File: config.mk
export PLATFORM = sky130hd
export DESIGN_NAME = lcd_raster_timing
export DESIGN_NICKNAME = d
export VERILOG_FILES = /design/src/rtl/lrt_pkg.sv /design/src/rtl/lrt_pixclk.sv /design/src/rtl/lrt_axis.sv /design/src/rtl/lcd_raster_timing.sv
export SDC_FILE = /design/constraint.sdc
export NUM_CORES = 1
export LEC_CHECK = 0
export ABC_AREA = 1
export BUFFER_PORTS_ARGS = -buffer_cell sky130_fd_sc_hd__buf_2
export CAP_MARGIN = 20
export CELL_PAD_IN_SITES_DETAIL_PLACEMENT = 0
export CELL_PAD_IN_SITES_GLOBAL_PLACEMENT = 1
export CORE_UTILIZATION = 47
export CTS_BUF_LIST = sky130_fd_sc_hd__clkbuf_2
export CTS_CLUSTER_SIZE = 14
export DETAILED_ROUTE_END_ITERATION = 8
export PLACE_DENSITY_LB_ADDON = 0.1
export SLEW_MARGIN = 20
export SYNTH_ARGS = -nofsm -noshare
export SYNTH_HDL_FRONTEND = slang
export SYNTH_SLANG_ARGS = --single-unit
File: constraint.sdc
create_clock -name clk -period 15.77 [get_ports clk]
set_input_delay 3.154 -clock clk [delete_from_list [all_inputs] [get_ports clk]]
set_output_delay 3.154 -clock clk [all_outputs]
set_load 0.005 [all_outputs]
File: src/rtl/lrt_pkg.sv
package lrt_pkg;
  localparam int CW    = 13;  // position / length width
  localparam int DW    = 8;   // divisor width
  localparam int HWW   = 29;  // horizontal word width
  localparam int VWW   = 32;  // vertical word width
  localparam int XWW   = 9;   // extension word width

  typedef struct packed {
    logic [CW-1:0] hs;
    logic [CW-1:0] hb;
    logic [CW-1:0] ha;
    logic [CW-1:0] hf;
    logic [CW-1:0] vs;
    logic [CW-1:0] vb;
    logic [CW-1:0] va;
    logic [CW-1:0] vf;
  } geom_t;

  function automatic geom_t decode_geom(logic [HWW-1:0] h, logic [VWW-1:0] v,
                                        logic [XWW-1:0] x);
    geom_t g;
    g.hs = {{(CW-10){1'b0}}, x[3:0], h[12:7]} + CW'(1);
    g.hb = {{(CW-10){1'b0}}, x[5:4], h[20:13]} + CW'(1);
    g.hf = {{(CW-10){1'b0}}, x[7:6], h[28:21]} + CW'(1);
    g.ha = ({{(CW-7){1'b0}}, h[6:0]} + CW'(1)) << 4;
    g.vs = {{(CW-6){1'b0}}, v[15:10]} + CW'(1);
    g.vb = {{(CW-8){1'b0}}, v[23:16]};
    g.vf = {{(CW-8){1'b0}}, v[31:24]};
    g.va = {{(CW-11){1'b0}}, x[8], v[9:0]} + CW'(1);
    return g;
  endfunction
endpackage

File: src/rtl/lrt_pixclk.sv
module lrt_pixclk #(
  parameter int DW = 8
) (
  input  logic          clk,
  input  logic          rst_n,
  input  logic          run,
  input  logic [DW-1:0] div,
  output logic          stb,
  output logic          pclk_hi
);
  localparam logic [DW-1:0] MIN_DIV = DW'(2);

  logic [DW-1:0] d_eff;
  logic [DW-1:0] cnt;

  assign d_eff   = (div < MIN_DIV) ? MIN_DIV : div;
  assign stb     = run && (cnt == d_eff - DW'(1));
  assign pclk_hi = run && (cnt < (d_eff >> 1));

  always_ff @(posedge clk) begin
    if (!rst_n)          cnt <= '0;
    else if (!run || stb) cnt <= '0;
    else                 cnt <= cnt + DW'(1);
  end

  // with an effective divisor of at least 2 strobes never touch
  a_r1_no_adjacent_strobe: assert property (@(posedge clk) disable iff (!rst_n)
    stb |=> !stb);
endmodule

File: src/rtl/lrt_axis.sv
module lrt_axis #(
  parameter int CW = 13
) (
  input  logic          clk,
  input  logic          rst_n,
  input  logic          run,
  input  logic          step,
  input  logic [CW-1:0] len_sync,
  input  logic [CW-1:0] len_back,
  input  logic [CW-1:0] len_act,
  input  logic [CW-1:0] len_front,
  output logic          in_sync,
  output logic          in_act,
  output logic          last,
  output logic [CW-1:0] coord
);
  logic [CW-1:0] pos;
  logic [CW-1:0] act_lo;
  logic [CW-1:0] act_hi;
  logic [CW-1:0] total;

  assign act_lo  = len_sync + len_back;
  assign act_hi  = act_lo + len_act;
  assign total   = act_hi + len_front;
  assign last    = step && (pos == total - CW'(1));
  assign in_sync = run && (pos < len_sync);
  assign in_act  = run && (pos >= act_lo) && (pos < act_hi);
  assign coord   = in_act ? (pos - act_lo) : '0;

  always_ff @(posedge clk) begin
    if (!rst_n || !run) pos <= '0;
    else if (last)      pos <= '0;
    else if (step)      pos <= pos + CW'(1);
  end

  // position never leaves the programmed period
  a_r2_pos_in_period: assert property (@(posedge clk) disable iff (!rst_n)
    run |-> (pos < total));
  // coordinate stays inside the active extent
  a_r4_coord_in_extent: assert property (@(posedge clk) disable iff (!rst_n)
    in_act |-> (coord < len_act));
endmodule

File: src/rtl/lcd_raster_timing.sv
module lcd_raster_timing
  import lrt_pkg::*;
(
  input  logic           clk,
  input  logic           rst_n,
  input  logic           enable,
  input  logic [DW-1:0]  clk_div,
  input  logic [HWW-1:0] cfg_h,
  input  logic [VWW-1:0] cfg_v,
  input  logic [XWW-1:0] cfg_x,
  input  logic           inv_hsync,
  input  logic           inv_vsync,
  input  logic           inv_pclk,
  output logic           hsync,
  output logic           vsync,
  output logic           de,
  output logic           pix_stb,
  output logic           lcd_pclk,
  output logic [CW-1:0]  pix_x,
  output logic [CW-1:0]  pix_y
);
  logic [HWW-1:0] sh_h;
  logic [VWW-1:0] sh_v;
  logic [XWW-1:0] sh_x;
  logic [DW-1:0]  sh_div;
  geom_t          geom;
  logic           stb, pclk_hi;
  logic           h_sync, h_act, h_last;
  logic           v_sync, v_act, v_last;
  logic [CW-1:0]  h_coord, v_coord;
  logic           load;

  assign geom = decode_geom(sh_h, sh_v, sh_x);
  assign load = !enable || v_last;

  always_ff @(posedge clk) begin
    if (!rst_n) begin
      sh_h <= '0; sh_v <= '0; sh_x <= '0; sh_div <= '0;
    end else if (load) begin
      sh_h <= cfg_h; sh_v <= cfg_v; sh_x <= cfg_x; sh_div <= clk_div;
    end
  end

  lrt_pixclk #(.DW(DW)) u_pixclk (
    .clk(clk), .rst_n(rst_n), .run(enable), .div(sh_div),
    .stb(stb), .pclk_hi(pclk_hi)
  );

  lrt_axis #(.CW(CW)) u_haxis (
    .clk(clk), .rst_n(rst_n), .run(enable), .step(stb),
    .len_sync(geom.hs), .len_back(geom.hb), .len_act(geom.ha), .len_front(geom.hf),
    .in_sync(h_sync), .in_act(h_act), .last(h_last), .coord(h_coord)
  );

  lrt_axis #(.CW(CW)) u_vaxis (
    .clk(clk), .rst_n(rst_n), .run(enable), .step(h_last),
    .len_sync(geom.vs), .len_back(geom.vb), .len_act(geom.va), .len_front(geom.vf),
    .in_sync(v_sync), .in_act(v_act), .last(v_last), .coord(v_coord)
  );

  assign hsync    = h_sync ^ inv_hsync;
  assign vsync    = v_sync ^ inv_vsync;
  assign de       = h_act && v_act;
  assign pix_stb  = stb;
  assign lcd_pclk = pclk_hi ^ inv_pclk;
  assign pix_x    = de ? h_coord : '0;
  assign pix_y    = de ? v_coord : '0;

  // active video never overlaps a sync interval
  a_r4_de_outside_sync: assert property (@(posedge clk) disable iff (!rst_n)
    de |-> (!h_sync && !v_sync));
  // running shadow copy only moves at a frame boundary
  a_r6_shadow_hold: assert property (@(posedge clk) disable iff (!rst_n)
    (enable && $past(enable) && !$past(v_last)) |-> ($stable(sh_h) && $stable(sh_v)
      && $stable(sh_x) && $stable(sh_div)));
  // idle block shows no video and no strobe
  a_r7_idle_quiet: assert property (@(posedge clk) disable iff (!rst_n)
    !enable |-> (!de && !pix_stb));
endmodule

==> impl_metrics.csv, run 1 <==
group,metric,value,unit
clock_network,clockRootBuffer,"clkbuf_2",
route,final_antenna_net_count,0,
route,avgRoutedWirePerCell,14.0,um
timing,fin_crit_sh,58.2,%
synthesis,synth_top_family_by_area,"simple AND/OR/NAND/NOR gates",
outcome,violations,"design-rule violations",
route,dr.pass1.iters,6,
floorplan,rows,54,
global_route,grt_usage,24.8,%
route,drt_wl_total,28.0,mm
worst_setup_path,end_kind,"output port",
run,drv_cap,0,
synthesis,yosysTopAreaCell,"dfxtp_1",
finish,final_cell_area,0.0115,mm^2
finish,drive_gt1_share,11.9,%
min_path,worstHoldStart,"sh_v[28]",
synthesis,synthTopCellsByArea,"dfxtp_1, ha_1, nand2_1",
finish,final_net_count,1932,
placement,io_buffers,114,
finish,register_area,0.00224,mm^2
clock_network,cts_buffers,9,
floorplan,die_w,152,um
synthesis,synth_xor_area_share,8.16,%
synthesis,synthCells,1622,
worst_setup_path,max_stage_delay,0.50,ns
timing,relSlewSlack,28.2,%
timing,timing.fmax,0.109,GHz
worst_setup_path,path_class,"reg -> out",
worst_setup_path,startpoint_type,"register",
synthesis,synth_compound_area_share,11.5,%
worst_setup_path,worstPathRequired,12.62,ns
clock_network,clock_latency,0.67,ns
route,drt_iter0_markers,652,
floorplan,coreArea,0.0220,mm^2
clock_network,holdBufCountCts,0,
synthesis,async_reset_ff_share,0,%
floorplan,initial_core_util,48.2,%
worst_setup_path,crit_family,"simple AND/OR/NAND/NOR gates",
finish,fillCellCount,2314,
placement,gp_congestion,0.898,
outcome,status,"finished, violations left",
synthesis,syn_nets,1838,
min_path,hp-class,"reg -> reg",
finish,finish.utilization,52.3,%
timing,drv_slew,0,
clock_network,clkTransAtPathRegs,0.37,ns
floorplan,io_pins,115,
synthesis,syn_avg_cell_area,6.53,um^2
clock_network,post_cts_resized,0,
finish,area_delta_synth_final,8.56,%
worst_setup_path,critPathMaxFanout,27,
clock_network,clockBufferDepth,2,
timing,finalClockSkew,0.0556,ns
finish,multi_input_area,0.00727,mm^2
floorplan,die_h,152,um
worst_setup_path,r2r_start,"sh_v[10]",
synthesis,synth_mux_area_share,0,%
timing,finalSetupViolations,0,
power,vdd.ir_drop.worst,0.0000608,V
synthesis,ys_warn_count,0,
placement,hpwl,22.4,mm
synthesis,ys.flop_type,"dfxtp_1",
synthesis,synth_fa_ha_area_share,16.1,%
timing,fin_tns_setup,0,ns
synthesis,synth_edf_count,0,
clock_network,cts.sinks,112,
global_route,overflow,0,
synthesis,synthSimpleGateAreaFrac,32.8,%
synthesis,synth_top_area_share,21.2,%
clock_network,h-tree-depth,3,
timing,fin_crit,9.18,ns
synthesis,ys_seq_elements,112,
route,dr_total_vias,10200,
timing,hold_viol_final,0,
worst_setup_path,crit_top_cell,"nand2_1",
route,drt-vias-per-instance,5.08,
clock_network,cts_tree,"built",
clock_network,postCtsSetupBuffers,0,
worst_setup_path,crit_start,"sh_h[7]",
synthesis,synth_cell_type_count,47,
worst_setup_path,cp.arrival,6.03,ns
synthesis,synth_most_common_cell,"nand2_1",
global_route,grt_pass1_wl,46.2,mm
route,drc_errors,12,
placement,place_area,0.0113,mm^2
global_route,antenna_found_initial,1,
floorplan,dieArea,0.0231,mm^2
global_route,grt_max_degree,89,
global_route,grt_pass1_vias,9221,
synthesis,ys_seq_area_share,21.2,%
timing,rsz0062_at_grt,"no",
power,leakage,5.99,nW
synthesis,netlist_area,0.0106,mm^2
worst_setup_path,crit_slowest_cell,"nand3_2",
synthesis,synth_common_cells,"nand2_1, inv_1, nor2_1, a21oi_1, ha_1",
worst_setup_path,cp_num_buf_inv,4,
power,p_per_area,105,mW/mm^2
timing,tightest_slew,1.08,ns
[flip-flops by register name, indices dropped and copies added, names as in the netlist]
register / cells
sh_v: 32
sh_x: 9
u_pixclk.cnt: 8
u_vaxis.pos: 13
u_haxis.pos: 13
sh_h: 29
sh_div: 8
[cell usage in the layout (no fill, tap or decap), types with 11 or more instances in the layout]
| cell type | instances |
|---|---|
| a21oi_1 | 147 |
| a21oi_2 | 11 |
| buf_2 | 114 |
| dfxtp_1 | 112 |
| ha_1 | 125 |
| inv_1 | 237 |
| nand2_1 | 368 |
| nand2_2 | 16 |
| nand3_1 | 95 |
| nand4_1 | 29 |
| nor2_1 | 194 |
| nor2_2 | 19 |
| nor3_1 | 27 |
| o21ai_0 | 28 |
| or2_2 | 11 |
| xnor2_1 | 29 |
| xor2_1 | 67 |
[metal layers]
layer  up-vias  routed length, um  track usage, %
met4         0                165            4.03
met2       209              11200            35.9
met3        13               1400            3.11
met5         -                  0               0
met1      4537              15200            38.9
li1       5419                  -               -
[report_power, final]
group / internal, mW / total [mW] / switching [mW]
Clock: 0.0422 / 0.159 / 0.117
Combinational: 0.292 / 0.729 / 0.438
Sequential: 0.303 / 0.320 / 0.0170
[cells by family (layout without fill, tap and decap cells)]
kind of cell / Yosys count / count (layout)
AO/OA/AOI/OAI: 218 / 218
XOR/XNOR: 97 / 97
adder cells (fa/ha/maj): 132 / 132
buffers and inverters: 272 / 371
flip-flops: 112 / 112
other: 0 / 2
AND/OR/NAND/NOR: 791 / 791
[stage by stage]
step	total power, mW	cells	setup WS, ns	hold slack [ns]
after global routing	1.34	2003	5.77	0.523
after floorplan	0.905	1622	8.37	0.451
after detailed placement	1.05	1985	6.98	0.481
final	1.21	2003	6.59	0.508
after global placement	1.04	1985	7.21	0.479
after CTS	1.22	2001	6.13	0.509
[layout make-up]
| type | count | share of cell area, % |
|---|---|---|
| Clock inverter | 7 | 0.849 |
| Inverter | 239 | 7.81 |
| Antenna cell | 2 | 0.0436 |
| Clock buffer | 9 | 0.392 |
| Tap cell | 280 | 3.05 |
| Multi-Input combinational cell | 1238 | 63.3 |
| Sequential cell | 112 | 19.5 |
| Timing Repair Buffer | 116 | 5.10 |
[path summary, 6_finish.rpt]
| kind | endpoint | slack [ns] | depth (start not counted) |
|---|---|---|---|
| worst max-delay path | pix_y[3] | 6.59 | 28 |
| worst min-delay path | sh_v[28] | 0.51 | 2 |
| worst max register to register | sh_div[5] | 9.31 | 29 |
| worst min register to register | sh_v[28] | 0.51 | 2 |
[worst register-to-register path: cells and delay by family (launching register included)]
family	cells	cell delay (ns)
buffers and inverters	3	0.88
XOR/XNOR	5	1.32
flip-flops	1	0.47
AO/OA/AOI/OAI	8	1.47
AND/OR/NAND/NOR	9	0.86
adder cells (fa/ha/maj)	4	1.27
Power figures use the tool's default switching activity.
==> run 2: changes to the inputs <==
- CORE_UTILIZATION: 47 -> 44
- clock period: 15.77 -> 9.3 ns (I/O delays scaled with it)
==> run 2 against run 1 <==
Net effect:
- the run now ends clean
- clock power grew 52%
- combinational power grew 71%
- global-route usage shrank 1.1 points
- worst setup slack lost 5.6 ns
- first-iteration DRC count shrank 15%
- highest routed layer unchanged
- total power grew 68%
- die area grew 6.7%
- sequential cell count is the same
==> impl_metrics.csv, run 2 (synthesis results as in run 1) <==
group,metric,value,unit
clock_network,h-tree-depth,3,
floorplan,dieArea,0.0247,mm^2
route,drt_wl_total,28.5,mm
worst_setup_path,path_class,"reg -> out",
power,p_int,1.05,mW
finish,final_cell_mix,"nand2_1, inv_1, nor2_1",
worst_setup_path,startpoint_type,"register",
route,drt_iter0_markers,557,
placement,hpwl,23.2,mm
power,sw_frac_of_total,48.1,%
clock_network,holdBufCountCts,0,
global_route,grt_usage,23.6,%
finish,top_register,"sh_v",
placement,gp_congestion,0.893,
worst_setup_path,max_stage_delay,0.75,ns
finish,drive_gt1_share,11.7,%
global_route,met3_usage,1.76,%
placement,io_buffers,114,
finish,largestRegisters,"sh_v x32, sh_h x29",
clock_network,cts_tree,"built",
power,leakage,5.98,nW
run,drv_cap,0,
timing,relSlewSlack,28.3,%
clock_network,post_cts_resized,0,
power,switchingPower,0.978,mW
clock_network,clockRootBuffer,"clkbuf_2",
finish,mostFrequentLayoutCell,"nand2_1",
route,drc_errors,0,
global_route,grt_pass1_vias,9021,
global_route,antenna_found_initial,1,
clock_network,cts_buffers,9,
timing,fin_ws,1.04,ns
clock_network,clkTransAtPathRegs,0.34,ns
route,dr_total_vias,10100,
timing,fin_crit,8.26,ns
finish,fillCellCount,2560,
floorplan,die_w,157,um
timing,finalSetupViolations,0,
floorplan,initial_core_util,45.0,%
route,final_antenna_net_count,0,
worst_setup_path,crit_top_cell,"nand2_1",
finish,final_cell_area,0.0115,mm^2
timing,fin_tns_setup,0,ns
timing,tightest_slew,1.07,ns
clock_network,cts.sinks,112,
power,pwr-share-clk,11.9,%
worst_setup_path,worstPathRequired,7.44,ns
power,seqPwrFrac,26.6,%
route,dr.pass1.iters,5,
outcome,status,"complete, no violations",
clock_network,clockBufferDepth,2,
finish,final_net_count,1932,
finish,area_delta_synth_final,8.75,%
timing,rsz0062_at_grt,"no",
min_path,hp-class,"reg -> reg",
global_route,busiest_layer,"met1",
power,finalPower,2.03,mW
global_route,use_met2,33.7,%
timing,timing.fmax,0.121,GHz
worst_setup_path,end_kind,"output port",
finish,largest_reg_flops,32,
timing,fin_crit_sh,88.8,%
global_route,grt_max_degree,89,
power,vdd.ir_drop.worst,0.000112,V
route,drt-vias-per-instance,4.94,
global_route,grt_pass1_wl,45.8,mm
timing,finalClockSkew,0.0621,ns
worst_setup_path,crit_slowest_cell,"nand3_1",
route,avgRoutedWirePerCell,14.0,um
placement,place_area,0.0114,mm^2
placement,place_ws,1.74,ns
global_route,overflow,0,
worst_setup_path,critPathMaxFanout,27,
floorplan,rows,56,
floorplan,die_h,157,um
timing,hold_viol_final,0,
power,combPwrFrac,61.5,%
clock_network,postCtsSetupBuffers,0,
worst_setup_path,cp.arrival,6.40,ns
floorplan,coreArea,0.0235,mm^2
finish,finish.utilization,48.9,%
floorplan,io_pins,115,
global_route,met1_usage,37.9,%
clock_network,clock_latency,0.67,ns
power,p_per_area,176,mW/mm^2
timing,drv_slew,0,
-- run 2: changes by cell type in the layout (fill, tap and decap cells not counted), sizes merged --
cell,delta
clkinv,+1
bufinv,-1
-- run 2: routing by layer --
| layer | wire length [um] | part of all wire [%] |
|---|---|---|
| met3 | 1080 | 3.8 |
| met2 | 10900 | 38 |
| met1 | 16200 | 57 |
| met4 | 279 | 0.98 |
| met5 | 0 | 0 |
-- run 2: worst paths after layout --
kind / start / to / slack (ns) / cells after the start
setup / recovery: sh_h[7] / pix_y[2] / 1.04 / 28
setup reg to reg: sh_v[10] / sh_v[8] / 2.72 / 34
hold reg to reg: sh_h[6] / sh_h[6] / 0.51 / 2
hold / removal: sh_h[6] / sh_h[6] / 0.51 / 2
-- run 2: per-stage QoR --
step / std cells / hold slack [ns]
floorplan: 1622 / 0.451
global placement: 2024 / 0.475
detailed placement: 2024 / 0.478
CTS: 2040 / 0.507
global route: 2042 / 0.532
finish: 2042 / 0.506
-- run 2: power groups by stage --
stage / Combinational, mW / Sequential, mW / Clock, mW
after global routing: 1.42 / 0.546 / 0.267
after detailed placement: 1.24 / 0.549 / 0
after CTS: 1.25 / 0.542 / 0.255
after floorplan: 0.996 / 0.539 / 0
after global placement: 1.23 / 0.548 / 0
final: 1.25 / 0.541 / 0.241
-- run 2: final cells by class --
cell class	count	area, um^2	area share [%]
diodes	2	5.00	0.0435
clock buffers	9	45.0	0.391
clock inverters	7	73.8	0.641
inverters	239	897	7.79
multi-input cells	1238	7260	63.1
flip-flops and latches	112	2240	19.5
well taps	319	399	3.47
repair buffers	116	586	5.09
-- run 2: worst max-delay path: cells and delay by family (launching register included) --
kind                     cells  cell delay, ns
XOR/XNOR                     2            0.47
adder cells (fa/ha/maj)      4            1.21
flip-flops                   1            0.49
buffers and inverters        4            0.33
AND/OR/NAND/NOR             14            2.44
AO/OA/AOI/OAI                4            0.84
==> run 3: changes to the inputs <==
- CORE_UTILIZATION: 44 -> 47
- PLACE_DENSITY: unset -> 0.86
- PLACE_DENSITY_LB_ADDON: 0.1 -> unset
- clock period: 9.3 -> 9.6 ns (I/O delays scaled with it)
==> run 3 against run 2 <==
Net effect:
- non-clock buffer count stayed put
- the run now ends with design-rule violations left
- sequential power is 3% lower
- largest power group unchanged
- sequential cell count stayed put
- critical endpoint is now pix_y[11]
- first-iteration DRC count is 2.0% lower
- worst setup slack better by 0.63 ns
- critical path type unchanged
- core utilization is 3.4 points higher
- routed wire length is 2.2% lower
==> impl_metrics.csv, run 3 (synthesis results as in run 1) <==
group,metric,value,unit
power,pwr-share-clk,12.9,%
placement,hpwl,22.7,mm
worst_setup_path,crit_top_cell,"nand2_1",
floorplan,io_pins,115,
route,dr_total_vias,10200,
min_path,hp-class,"reg -> reg",
timing,tightest_slew,0.974,ns
route,drt-vias-per-instance,5.09,
timing,fin_tns_setup,0,ns
global_route,grt_pass1_wl,46.1,mm
timing,relSlewSlack,35.1,%
timing,rsz0062_at_grt,"no",
floorplan,coreArea,0.0220,mm^2
timing,hold_viol_final,0,
floorplan,rows,54,
worst_setup_path,startpoint_type,"register",
placement,io_buffers,114,
outcome,status,"finished, violations left",
timing,drv_slew,0,
clock_network,clockRootBuffer,"clkbuf_2",
clock_network,cts_buffers,9,
power,p_per_area,173,mW/mm^2
outcome,violations,"design-rule violations",
finish,drive_gt1_share,11.9,%
floorplan,initial_core_util,48.2,%
power,seqPwrFrac,26.4,%
clock_network,h-tree-depth,3,
global_route,antenna_found_initial,1,
route,drt_iter0_markers,546,
worst_setup_path,critPathMaxFanout,27,
finish,final_cell_mix,"nand2_1, inv_1, nor2_1",
floorplan,die_w,152,um
timing,timing.fmax,0.126,GHz
worst_setup_path,worstPathRequired,7.68,ns
route,avgRoutedWirePerCell,13.9,um
power,combPwrFrac,60.6,%
finish,largestRegisters,"sh_v x32, sh_h x29",
global_route,overflow,0,
timing,fin_crit,7.93,ns
finish,top_register,"sh_v",
power,finalPower,1.99,mW
clock_network,clock_latency,0.68,ns
worst_setup_path,cp.arrival,6.01,ns
worst_setup_path,path_class,"reg -> out",
power,switchingPower,0.940,mW
timing,fin_crit_sh,82.7,%
timing,fin_ws,1.67,ns
clock_network,clockBufferDepth,2,
floorplan,dieArea,0.0231,mm^2
run,drv_cap,0,
clock_network,post_cts_resized,0,
route,drt_wl_total,27.9,mm
placement,gp_congestion,0.905,
global_route,grt_usage,24.6,%
worst_setup_path,end_kind,"output port",
route,final_antenna_net_count,0,
clock_network,cts.sinks,112,
timing,finalClockSkew,0.0619,ns
clock_network,clkTransAtPathRegs,0.38,ns
power,sw_frac_of_total,47.3,%
finish,largest_reg_flops,32,
global_route,grt_pass1_vias,9326,
worst_setup_path,crit_slowest_cell,"nand3_2",
finish,area_delta_synth_final,8.56,%
route,drc_errors,4,
power,vdd.ir_drop.worst,0.000125,V
power,leakage,5.99,nW
power,p_int,1.05,mW
clock_network,postCtsSetupBuffers,0,
placement,place_ws,2.04,ns
worst_setup_path,max_stage_delay,0.51,ns
floorplan,die_h,152,um
clock_network,cts_tree,"built",
clock_network,holdBufCountCts,0,
finish,mostFrequentLayoutCell,"nand2_1",
finish,final_net_count,1932,
global_route,grt_max_degree,81,
route,dr.pass1.iters,7,
timing,finalSetupViolations,0,
run 3: cell count changes in the layout (fill, tap and decap cells not counted), sizes merged:
| cell | delta |
|---|---|
| bufinv | +1 |
| clkinv | -1 |
run 3: cell type report:
cell class / instances / area (um^2)
Inverter: 239 / 897
Tap cell: 280 / 350
Fill cell: 2359 / 10500
Timing Repair Buffer: 116 / 586
Clock inverter: 7 / 97.6
Multi-Input combinational cell: 1238 / 7270
Clock buffer: 9 / 45.0
Sequential cell: 112 / 2240
Antenna cell: 2 / 5.00
run 3: power by group through the flow:
stage,combinational [mW],clock (mW),sequential (mW)
floorplan,0.965,0,0.523
global placement,1.18,0,0.531
detailed placement,1.19,0,0.532
CTS,1.20,0.266,0.525
global route,1.37,0.283,0.530
finish,1.20,0.257,0.525
run 3: metrics by stage:
stage                     instance area, um^2  hold WS (ns)  cells  util [%]
after floorplan                         10600         0.451   1622         -
after global placement                  11300         0.475   1985      51.6
after detailed placement                11300         0.480   1985      51.6
after CTS                               11500         0.509   2001      52.3
after global routing                    11500         0.539   2003      52.3
final                                   11500         0.508   2003      52.3
run 3: path summary, 6_finish.rpt:
check        depth (start not counted)  slack [ns]      from        end
max                                 28        1.67   sh_h[7]  pix_y[11]
min                                  2        0.51   sh_v[5]    sh_v[5]
max reg2reg                         34        3.10  sh_v[12]   sh_h[28]
min reg2reg                          2        0.51   sh_v[5]    sh_v[5]
run 3: per-layer routing:
layer	up-vias	wire [um]	GRT usage, %
met5	-	0	0
met4	0	246	5.20
met3	17	1240	2.54
met2	183	11200	36.9
met1	4583	15200	37.6
li1	5414	-	-
run 3: worst max-delay path, delay by kind of cell, from the launching register on:
kind / cells / cell delay [ns]
adders and majority gates: 4 / 1.22
DFF: 1 / 0.48
xor gates and xnor gates: 2 / 0.48
buffers and inverters: 4 / 0.30
AOI/OAI and AO/OA: 4 / 0.83
and+or+nand+nor: 14 / 2.04
